`src/rtl/pmon_pkg.sv`:
```
`timescale 1ns/1ps
package pmon_pkg;
    localparam int NUM_CNT   = 4;
    localparam int CNT_W     = 32;
    localparam int NUM_EVT   = 128;
    localparam int SEL_W     = $clog2(NUM_EVT);
    localparam int IDX_W     = $clog2(NUM_CNT);
    localparam int HALF_W    = 5;
    localparam int PMR_W     = 2 * HALF_W;
    localparam int ALIAS_GAP = 16;

    localparam int CNT_SUP = 16;
    localparam int LCA_SUP = 144;
    localparam int LCB_SUP = 288;
    localparam int GLB_SUP = 400;

    localparam int GLB_FRZ_BIT = 0;
    localparam int GLB_IE_BIT  = 1;
    localparam int GLB_FOV_BIT = 2;
    localparam int LCA_W       = SEL_W + 2;
    localparam int LCB_W       = 2;

    typedef enum logic [2:0] {
        RG_NONE,
        RG_CNT,
        RG_LCA,
        RG_LCB,
        RG_GLB
    } pm_region_e;

    typedef struct packed {
        pm_region_e             region;
        logic [IDX_W-1:0]       idx;
        logic                   user_alias;
    } pm_dec_t;

    typedef struct packed {
        logic             ce;
        logic             lfrz;
        logic [SEL_W-1:0] sel;
    } pm_lca_t;

    typedef struct packed {
        logic mask_u;
        logic mask_s;
    } pm_lcb_t;

    typedef enum logic {
        ST_RUN,
        ST_HALT
    } pm_run_e;
endpackage

```
`src/rtl/pmon_decode.sv`:
```
`timescale 1ns/1ps
module pmon_decode
    import pmon_pkg::*;
(
    input  logic             acc_valid,
    input  logic             acc_write,
    input  logic             user_mode,
    input  logic [PMR_W-1:0] pmr_num,
    output pm_dec_t          dec,
    output logic             rd_ok,
    output logic             wr_ok,
    output logic             priv_exc,
    output logic             illegal_exc
);
    logic mapped;

    always_comb begin
        dec = '{region: RG_NONE, idx: '0, user_alias: 1'b0};
        for (int i = 0; i < NUM_CNT; i++) begin
            if (pmr_num == PMR_W'(CNT_SUP + i)) begin
                dec.region = RG_CNT; dec.idx = IDX_W'(i); dec.user_alias = 1'b0;
            end
            if (pmr_num == PMR_W'(CNT_SUP - ALIAS_GAP + i)) begin
                dec.region = RG_CNT; dec.idx = IDX_W'(i); dec.user_alias = 1'b1;
            end
            if (pmr_num == PMR_W'(LCA_SUP + i)) begin
                dec.region = RG_LCA; dec.idx = IDX_W'(i); dec.user_alias = 1'b0;
            end
            if (pmr_num == PMR_W'(LCA_SUP - ALIAS_GAP + i)) begin
                dec.region = RG_LCA; dec.idx = IDX_W'(i); dec.user_alias = 1'b1;
            end
            if (pmr_num == PMR_W'(LCB_SUP + i)) begin
                dec.region = RG_LCB; dec.idx = IDX_W'(i); dec.user_alias = 1'b0;
            end
            if (pmr_num == PMR_W'(LCB_SUP - ALIAS_GAP + i)) begin
                dec.region = RG_LCB; dec.idx = IDX_W'(i); dec.user_alias = 1'b1;
            end
        end
        if (pmr_num == PMR_W'(GLB_SUP)) begin
            dec.region = RG_GLB; dec.user_alias = 1'b0;
        end
        if (pmr_num == PMR_W'(GLB_SUP - ALIAS_GAP)) begin
            dec.region = RG_GLB; dec.user_alias = 1'b1;
        end
    end

    always_comb begin
        mapped      = (dec.region != RG_NONE);
        priv_exc    = acc_valid && mapped && !dec.user_alias && user_mode;
        illegal_exc = acc_valid && (!mapped || (acc_write && dec.user_alias));
        rd_ok       = acc_valid && !acc_write && mapped && (dec.user_alias || !user_mode);
        wr_ok       = acc_valid && acc_write && mapped && !dec.user_alias && !user_mode;
    end
endmodule

```
`src/rtl/pmon_counter.sv`:
```
`timescale 1ns/1ps
module pmon_counter
    import pmon_pkg::*;
(
    input  logic               clk,
    input  logic               rst_n,
    input  logic               run_en,
    input  logic               user_mode,
    input  logic [NUM_EVT-1:0] events,
    input  logic               wr_cnt,
    input  logic               wr_lca,
    input  logic               wr_lcb,
    input  logic [CNT_W-1:0]   wdata,
    output logic [CNT_W-1:0]   cnt_q,
    output pm_lca_t            lca_q,
    output pm_lcb_t            lcb_q,
    output logic               msb,
    output logic               alert
);
    logic mode_blk;
    logic inc;

    always_comb begin
        mode_blk = user_mode ? lcb_q.mask_u : lcb_q.mask_s;
        inc      = run_en && !lca_q.lfrz && events[lca_q.sel] && !mode_blk;
        msb      = cnt_q[CNT_W-1];
        alert    = msb && lca_q.ce;
    end

    always_ff @(posedge clk or negedge rst_n) begin
        if (!rst_n) begin
            cnt_q <= '0;
        end else if (wr_cnt) begin
            cnt_q <= wdata;
        end else if (inc) begin
            cnt_q <= cnt_q + 1'b1;
        end
    end

    always_ff @(posedge clk or negedge rst_n) begin
        if (!rst_n) begin
            lca_q <= '0;
            lcb_q <= '0;
        end else begin
            if (wr_lca) lca_q <= pm_lca_t'(wdata[LCA_W-1:0]);
            if (wr_lcb) lcb_q <= pm_lcb_t'(wdata[LCB_W-1:0]);
        end
    end


    single_step_chk: assert property (@(posedge clk) disable iff (!rst_n)
        !wr_cnt |=> (cnt_q == $past(cnt_q)) || (cnt_q == $past(cnt_q) + 1'b1));


    halted_hold_chk: assert property (@(posedge clk) disable iff (!rst_n)
        (!run_en && !wr_cnt) |=> $stable(cnt_q));


    write_wins_chk: assert property (@(posedge clk) disable iff (!rst_n)
        wr_cnt |=> cnt_q == $past(wdata));
endmodule

```
`src/rtl/pmon_bank.sv`:
```
`timescale 1ns/1ps
module pmon_bank
    import pmon_pkg::*;
(
    input  logic                clk,
    input  logic                rst_n,
    input  logic                acc_valid,
    input  logic                acc_write,
    input  logic                user_mode,
    input  logic [HALF_W-1:0]   pmr_first,
    input  logic [HALF_W-1:0]   pmr_second,
    input  logic [CNT_W-1:0]    wdata,
    input  logic [NUM_EVT-1:0]  events,
    output logic [CNT_W-1:0]    rdata,
    output logic                priv_exc,
    output logic                illegal_exc,
    output logic                pm_irq
);
    logic [PMR_W-1:0] pmr_num;
    pm_dec_t          dec;
    logic             rd_ok;
    logic             wr_ok;
    logic             glob_wr;
    logic             ie_q;
    logic             fov_q;
    logic             run_en;
    logic             any_msb;
    logic             any_alert;
    pm_run_e          st, st_nx;

    logic [CNT_W-1:0] cnt_arr [NUM_CNT];
    pm_lca_t          lca_arr [NUM_CNT];
    pm_lcb_t          lcb_arr [NUM_CNT];
    logic [NUM_CNT-1:0] msb_v;
    logic [NUM_CNT-1:0] alert_v;

    assign pmr_num = {pmr_first, pmr_second};

    pmon_decode u_dec (
        .acc_valid   (acc_valid),
        .acc_write   (acc_write),
        .user_mode   (user_mode),
        .pmr_num     (pmr_num),
        .dec         (dec),
        .rd_ok       (rd_ok),
        .wr_ok       (wr_ok),
        .priv_exc    (priv_exc),
        .illegal_exc (illegal_exc)
    );

    assign glob_wr = wr_ok && (dec.region == RG_GLB);

    for (genvar g = 0; g < NUM_CNT; g++) begin : g_cnt
        logic sel_me;
        assign sel_me = wr_ok && (dec.idx == IDX_W'(g));
        pmon_counter u_cnt (
            .clk       (clk),
            .rst_n     (rst_n),
            .run_en    (run_en),
            .user_mode (user_mode),
            .events    (events),
            .wr_cnt    (sel_me && (dec.region == RG_CNT)),
            .wr_lca    (sel_me && (dec.region == RG_LCA)),
            .wr_lcb    (sel_me && (dec.region == RG_LCB)),
            .wdata     (wdata),
            .cnt_q     (cnt_arr[g]),
            .lca_q     (lca_arr[g]),
            .lcb_q     (lcb_arr[g]),
            .msb       (msb_v[g]),
            .alert     (alert_v[g])
        );
    end

    assign any_msb   = |msb_v;
    assign any_alert = |alert_v;

    // global enable bits
    always_ff @(posedge clk or negedge rst_n) begin
        if (!rst_n) begin
            ie_q  <= 1'b0;
            fov_q <= 1'b0;
        end else if (glob_wr) begin
            ie_q  <= wdata[GLB_IE_BIT];
            fov_q <= wdata[GLB_FOV_BIT];
        end
    end

    // run-state register
    always_ff @(posedge clk or negedge rst_n) begin
        if (!rst_n) st <= ST_RUN;
        else        st <= st_nx;
    end

    // transitions: FREEZE_WR, OVF_TRIP, THAW_WR
    always_comb begin
        st_nx = st;
        unique case (st)
            ST_RUN: begin
                if (glob_wr) begin
                    if (wdata[GLB_FRZ_BIT]) st_nx = ST_HALT;
                end else if (fov_q && any_msb) begin
                    st_nx = ST_HALT;
                end
            end
            ST_HALT: begin
                if (glob_wr && !wdata[GLB_FRZ_BIT]) st_nx = ST_RUN;
            end
            default: st_nx = ST_RUN;
        endcase
    end

    // outputs of the run state
    always_comb begin
        run_en = 1'b0;
        unique case (st)
            ST_RUN:  run_en = !(fov_q && any_msb);
            ST_HALT: run_en = 1'b0;
            default: run_en = 1'b0;
        endcase
        pm_irq = ie_q && any_alert;
    end

    always_comb begin
        rdata = '0;
        if (rd_ok) begin
            unique case (dec.region)
                RG_CNT: rdata = cnt_arr[dec.idx];
                RG_LCA: rdata = CNT_W'(lca_arr[dec.idx]);
                RG_LCB: rdata = CNT_W'(lcb_arr[dec.idx]);
                RG_GLB: begin
                    rdata[GLB_FRZ_BIT] = (st == ST_HALT);
                    rdata[GLB_IE_BIT]  = ie_q;
                    rdata[GLB_FOV_BIT] = fov_q;
                end
                default: rdata = '0;
            endcase
        end
    end


    ovf_trip_chk: assert property (@(posedge clk) disable iff (!rst_n)
        (st == ST_RUN && fov_q && any_msb && !glob_wr) |=> st == ST_HALT);


    refused_glob_chk: assert property (@(posedge clk) disable iff (!rst_n)
        (priv_exc || illegal_exc) |=> $stable({ie_q, fov_q}));


    refused_read_chk: assert property (@(posedge clk) disable iff (!rst_n)
        (priv_exc || illegal_exc) |-> rdata == '0);
endmodule

```
`config.mk`:
```
export PLATFORM = sky130hd
export DESIGN_NAME = pmon_bank
export DESIGN_NICKNAME = d
export VERILOG_FILES = /design/src/rtl/pmon_pkg.sv /design/src/rtl/pmon_decode.sv /design/src/rtl/pmon_counter.sv /design/src/rtl/pmon_bank.sv
export SDC_FILE = /design/constraint.sdc
export NUM_CORES = 1
export LEC_CHECK = 0
export ABC_AREA = 0
export BUFFER_PORTS_ARGS = -buffer_cell sky130_fd_sc_hd__buf_2
export CAP_MARGIN = 20
export CORE_MARGIN = 2
export CORE_UTILIZATION = 38
export CTS_CLUSTER_SIZE = 25
export DETAILED_ROUTE_END_ITERATION = 12
export GPL_TIMING_DRIVEN = 0
export HOLD_SLACK_MARGIN = 0.15
export MAX_ROUTING_LAYER = met4
export PLACE_DENSITY_LB_ADDON = 0.25
export SETUP_SLACK_MARGIN = 0.5
export SLEW_MARGIN = 20
export SYNTH_ARGS = -nofsm -noshare
export SYNTH_HDL_FRONTEND = slang
export SYNTH_SLANG_ARGS = --single-unit
```
`constraint.sdc`:
```
create_clock -name clk -period 3.1 [get_ports clk]
set_clock_uncertainty 0.2 [all_clocks]
set_input_delay 0.465 -clock clk [delete_from_list [all_inputs] [get_ports clk]]
set_output_delay 0.465 -clock clk [all_outputs]
set_load 0.05 [all_outputs]
```
==> metrics.md <==
| Metric | Value |
|---|---|
| TritonCTS clock tree | yes |
| Gate Count Post-Synth | 1,856 |
| Clock sink count | 175 |
| Area of the core | 0.0418 mm² |
| Cell Pwr Density | 238 mW/mm² |
| Reg-to-reg endpoint | g_cnt[2].u_cnt.cnt_q[18]$_DFFE_PN0P_ |
| CP Class | reg -> reg |
| Total number of vias | 17,675 |
| I/O pin count | 210 |
| Switching part of the total | 27.7% |
| Max-slew violation count | 0 |
| Yosys reg bits | 175 |
| Worst skew pair latency | 0.45 ns |
| Critical path required time | 3.26 ns |
| Most frequent cells in the layout | nor2_1, buf_2, dfrtp_1 |
| Post-Layout Cell Count | 2,790 |
| Post-Place Cells | 2,602 |
| Root Buffer Master | clkbuf_16 |
| Worst Hold Class | in -> reg |
| Worst r2r src | g_cnt[2].u_cnt.lca_q[0]$_DFFE_PN0P_ |
| Synth-to-layout area growth | 45.0% |
| Min-Delay Endpoint | g_cnt[0].u_cnt.cnt_q[16]$_DFFE_PN0P_ |
| Crit path max-delay family | simple AND/OR/NAND/NOR gates |
| Finish-stage setup viols | 109 |
| Biggest area consumer among synthesized cells | dfrtp_1 |
| CP Cell Sequence | buf_8 -> clkbuf_16 -> mux4_2 -> a211oi_1 -> or4_4 -> o41ai_4 -> a31oi_4 -> or4b_4 -> buf_6 -> or3_1 -> a31oi_1 |
| Syn_nets | 2,035 |
| Top cell type's share of synthesized area | 27.4% |
| Crit path launch type | flip-flop |
| Status | finished, violations left |
| First-pass GRT wire length | 109 mm |
| DRC viols | 0 |
| DRT iter0 DRCs | 1,790 |
| Final antenna-violating net count | 0 |
| Initial antenna violation count | 0 |
| Ys async rst share | 100% |
| WP data arrival | 3.66 ns |
| EDFF count, synth | 0 |
| Dpl ws | -1.26 ns |
| Failing checks | setup timing |
| Worst hold slack | 0.179 ns |
| Fin crit period | 3.50 ns |
| Clk network pwr share | 42.2% |
| Hold Crit Start | wdata[16] |
| Max Cap Viol | 0 |
| Final wirelength | 74.0 mm |
| Top cells by area, synth | dfrtp_1, mux2i_1, mux4_2, nor2_1, a21oi_1 |
| Diodes inserted | 0 |
| Multi-input gate area | 0.0128 mm² |
| CP max stage cell | or4b_4 |
| Vias in the first global route | 17,330 |
| Crit-path max FO | 8 |
| Unique masters post-synth | 76 |
| CTS Buf Count | 17 |
| Pleak | 8.98 nW |
| Finished layout cell area | 0.0232 mm² |
| Placed Area | 0.0181 mm² |
| Die width | 209 µm |
| Syn avg cell area | 8.61 µm² |
| Net switching power | 1.52 mW |
| Comb pwr share | 16.2% |
| Commonest non-fill, non-tap cell in the layout | nor2_1 |
| Routability cong. | 1.01 |
| Total Die Area | 0.0437 mm² |
| Area of the mapped netlist | 0.0160 mm² |
| CTS H-tree depth | 4 |
| Number of fillers in the final layout | 3,671 |
| Largest net degree at the start of global routing | 90 |
| P_int | 3.98 mW |
| Crit end category | flip-flop |
| Hold path depth | 3 |
| Worst IR drop on VDD | 0.000416 V |
| Hpwl dp | 53.5 mm |
| Crit path buf inv count | 3 |
| CTS clk-pin slew, worst paths | 0.07 ns |
| Worst Reg-to-Reg Cells | 11 |
| Reg area | 0.00439 mm² |
| WL/cell | 26.5 µm |
| Fin. Hold Viols | 0 |
| Detailed Routing Iterations Pass 1 | 5 |
| Initial Util | 38.2% |
| Part of the power in registers | 41.6% |
| Synth warnings | 0 |
| Die Height | 209 µm |
| Synth Flop Type | dfrtp_1 |
| FMAX | 286 MHz |
| RSZ-0062 raised after global routing | yes |
| Number of buffers added on ports | 205 |
| Via/cell ratio | 6.34 |
| GRT overflow | 0 |
| Largest stage delay on the critical path | 0.60 ns |
| Slew at the pin with the worst max-slew slack | 0.873 ns |
| Crit share post-route | 113% |
| Row count | 75 |
| Final worst-path setup slack | -0.400 ns |
| Layout cells sized above 1 | 38.7% |
| Tot GR Track Use | 33.9% |
| Clock Path Buffers | 2 |
| Fin nets | 2,418 |
| Worst slew margin | 41.7% |
| Sequential fraction of the synthesis area | 27.4% |
| Flop-to-flop setup slack | -0.40 ns |
[tightest hold or removal path, delay by kind of cell]
family                 cells  cell delay (ns)
buffers and inverters      1             0.17
AOI/OAI and AO/OA          1             0.04
and+or+nand+nor            1             0.11
[sequential cells by signal, indices dropped and copies added (netlist names)]
name               cells
g_cnt.u_cnt.cnt_q    128
g_cnt.u_cnt.lca_q     36
g_cnt.u_cnt.lcb_q      8
fov_q                  1
ie_q                   1
st                     1
[how the worst max path moves through the flow]
stage / start / to / slack (ns) / cells after the start
floorplan: pmr_first[0] / rdata[30] / -0.40 / 12
global placement: rst_n / g_cnt[2].u_cnt.lcb_q[0]$_DFFE_PN0P_ / -1.67 / 1
detailed placement: g_cnt[0].u_cnt.lca_q[1]$_DFFE_PN0P_ / g_cnt[0].u_cnt.cnt_q[24]$_DFFE_PN0P_ / -1.26 / 12
CTS: g_cnt[2].u_cnt.lca_q[0]$_DFFE_PN0P_ / g_cnt[2].u_cnt.cnt_q[18]$_DFFE_PN0P_ / -0.45 / 11
global route: g_cnt[2].u_cnt.lca_q[0]$_DFFE_PN0P_ / g_cnt[2].u_cnt.cnt_q[20]$_DFFE_PN0P_ / -0.47 / 13
finish: g_cnt[2].u_cnt.lca_q[0]$_DFFE_PN0P_ / g_cnt[2].u_cnt.cnt_q[18]$_DFFE_PN0P_ / -0.40 / 11
[Yosys cell counts (all sizes together) (3+ instances only)]
cell type and instances:
a311oi 6, nand4 26, buf 48, o211ai 8, nor4 18, a22o 5
nor2 249, a21boi 3, nor3 23, a2111oi 8, and4 8, and3 34
nand2b 7, o221ai 29, o2111ai 3, mux2 59, nand3 70, or4 15
o31ai 12, o22ai 6, mux2i 166, or2 3, a21oi 131, a32oi 3
nand2 160, and2 16, a221oi 6, a211oi 20, a22oi 49, xnor2 55
dfrtp 175, a41oi 3, nand3b 4, o21ai 77, xor2 34, clkbuf 102
mux4 71, inv 20, a31oi 48, or3 25, nor3b 3, nor2b 19
ha 4
[layer usage]
| layer | global-route usage (%) | part of all wire (%) | wire (µm) |
|---|---|---|---|
| met5 | - | 0 | 0 |
| met4 | 13.0 | 4.2 | 3140 |
| met3 | 4.43 | 8.7 | 6450 |
| met2 | 53.3 | 46 | 34300 |
| met1 | 44.5 | 41 | 30100 |
[cell type report]
cell class                      count  share of cell area (%)
Clock inverter                      9                   0.573
Timing Repair Buffer              363                    13.8
Buffer                            150                    6.26
Sequential cell                   175                    18.9
Clock buffer                       22                    2.05
Tap cell                          539                    2.91
Inverter                           20                   0.324
Multi-Input combinational cell   1512                    55.1
[power by group through the flow]
stage	clock, mW	sequential (mW)	combinational, mW
2_1_floorplan	0	2.33	0.299
3_3_place_gp	0	2.33	0.684
3_5_place_dp	0	2.33	0.697
4_1_cts	2.33	2.29	0.823
5_1_grt	2.41	2.29	0.939
6_report	2.32	2.29	0.894
[what timing repair did]
action                     CTS  global route
gates resized for setup    543           215
cloned                      17             6
hold buffers                22             0
buffers inserted            73            39
setup endpoints to repair  196           193
hold endpoints to repair   120             0
pin swaps                  190           151
[stage by stage]
stage	total power, mW	util (%)	TNS [ns]
6_report	5.51	55.5	-22.52
5_1_grt	5.64	55.5	-31.60
4_1_cts	5.44	52.5	-20.06
3_5_place_dp	3.03	43.2	-163.08
3_3_place_gp	3.02	43.1	-450.55
2_1_floorplan	2.63	-	-9.33
[logic make-up after synthesis]
| kind of cell | count (synthesis) | share of synthesized area, % |
|---|---|---|
| and+or+nand+nor | 689 | 20.5 |
| muxes | 296 | 24.7 |
| buffers and inverters | 170 | 4.78 |
| AOI/OAI and AO/OA | 433 | 17.5 |
| adders and majority gates | 4 | 0.313 |
| xor gates and xnor gates | 89 | 4.88 |
| DFF | 175 | 27.4 |
Power figures use the tool's default switching activity.
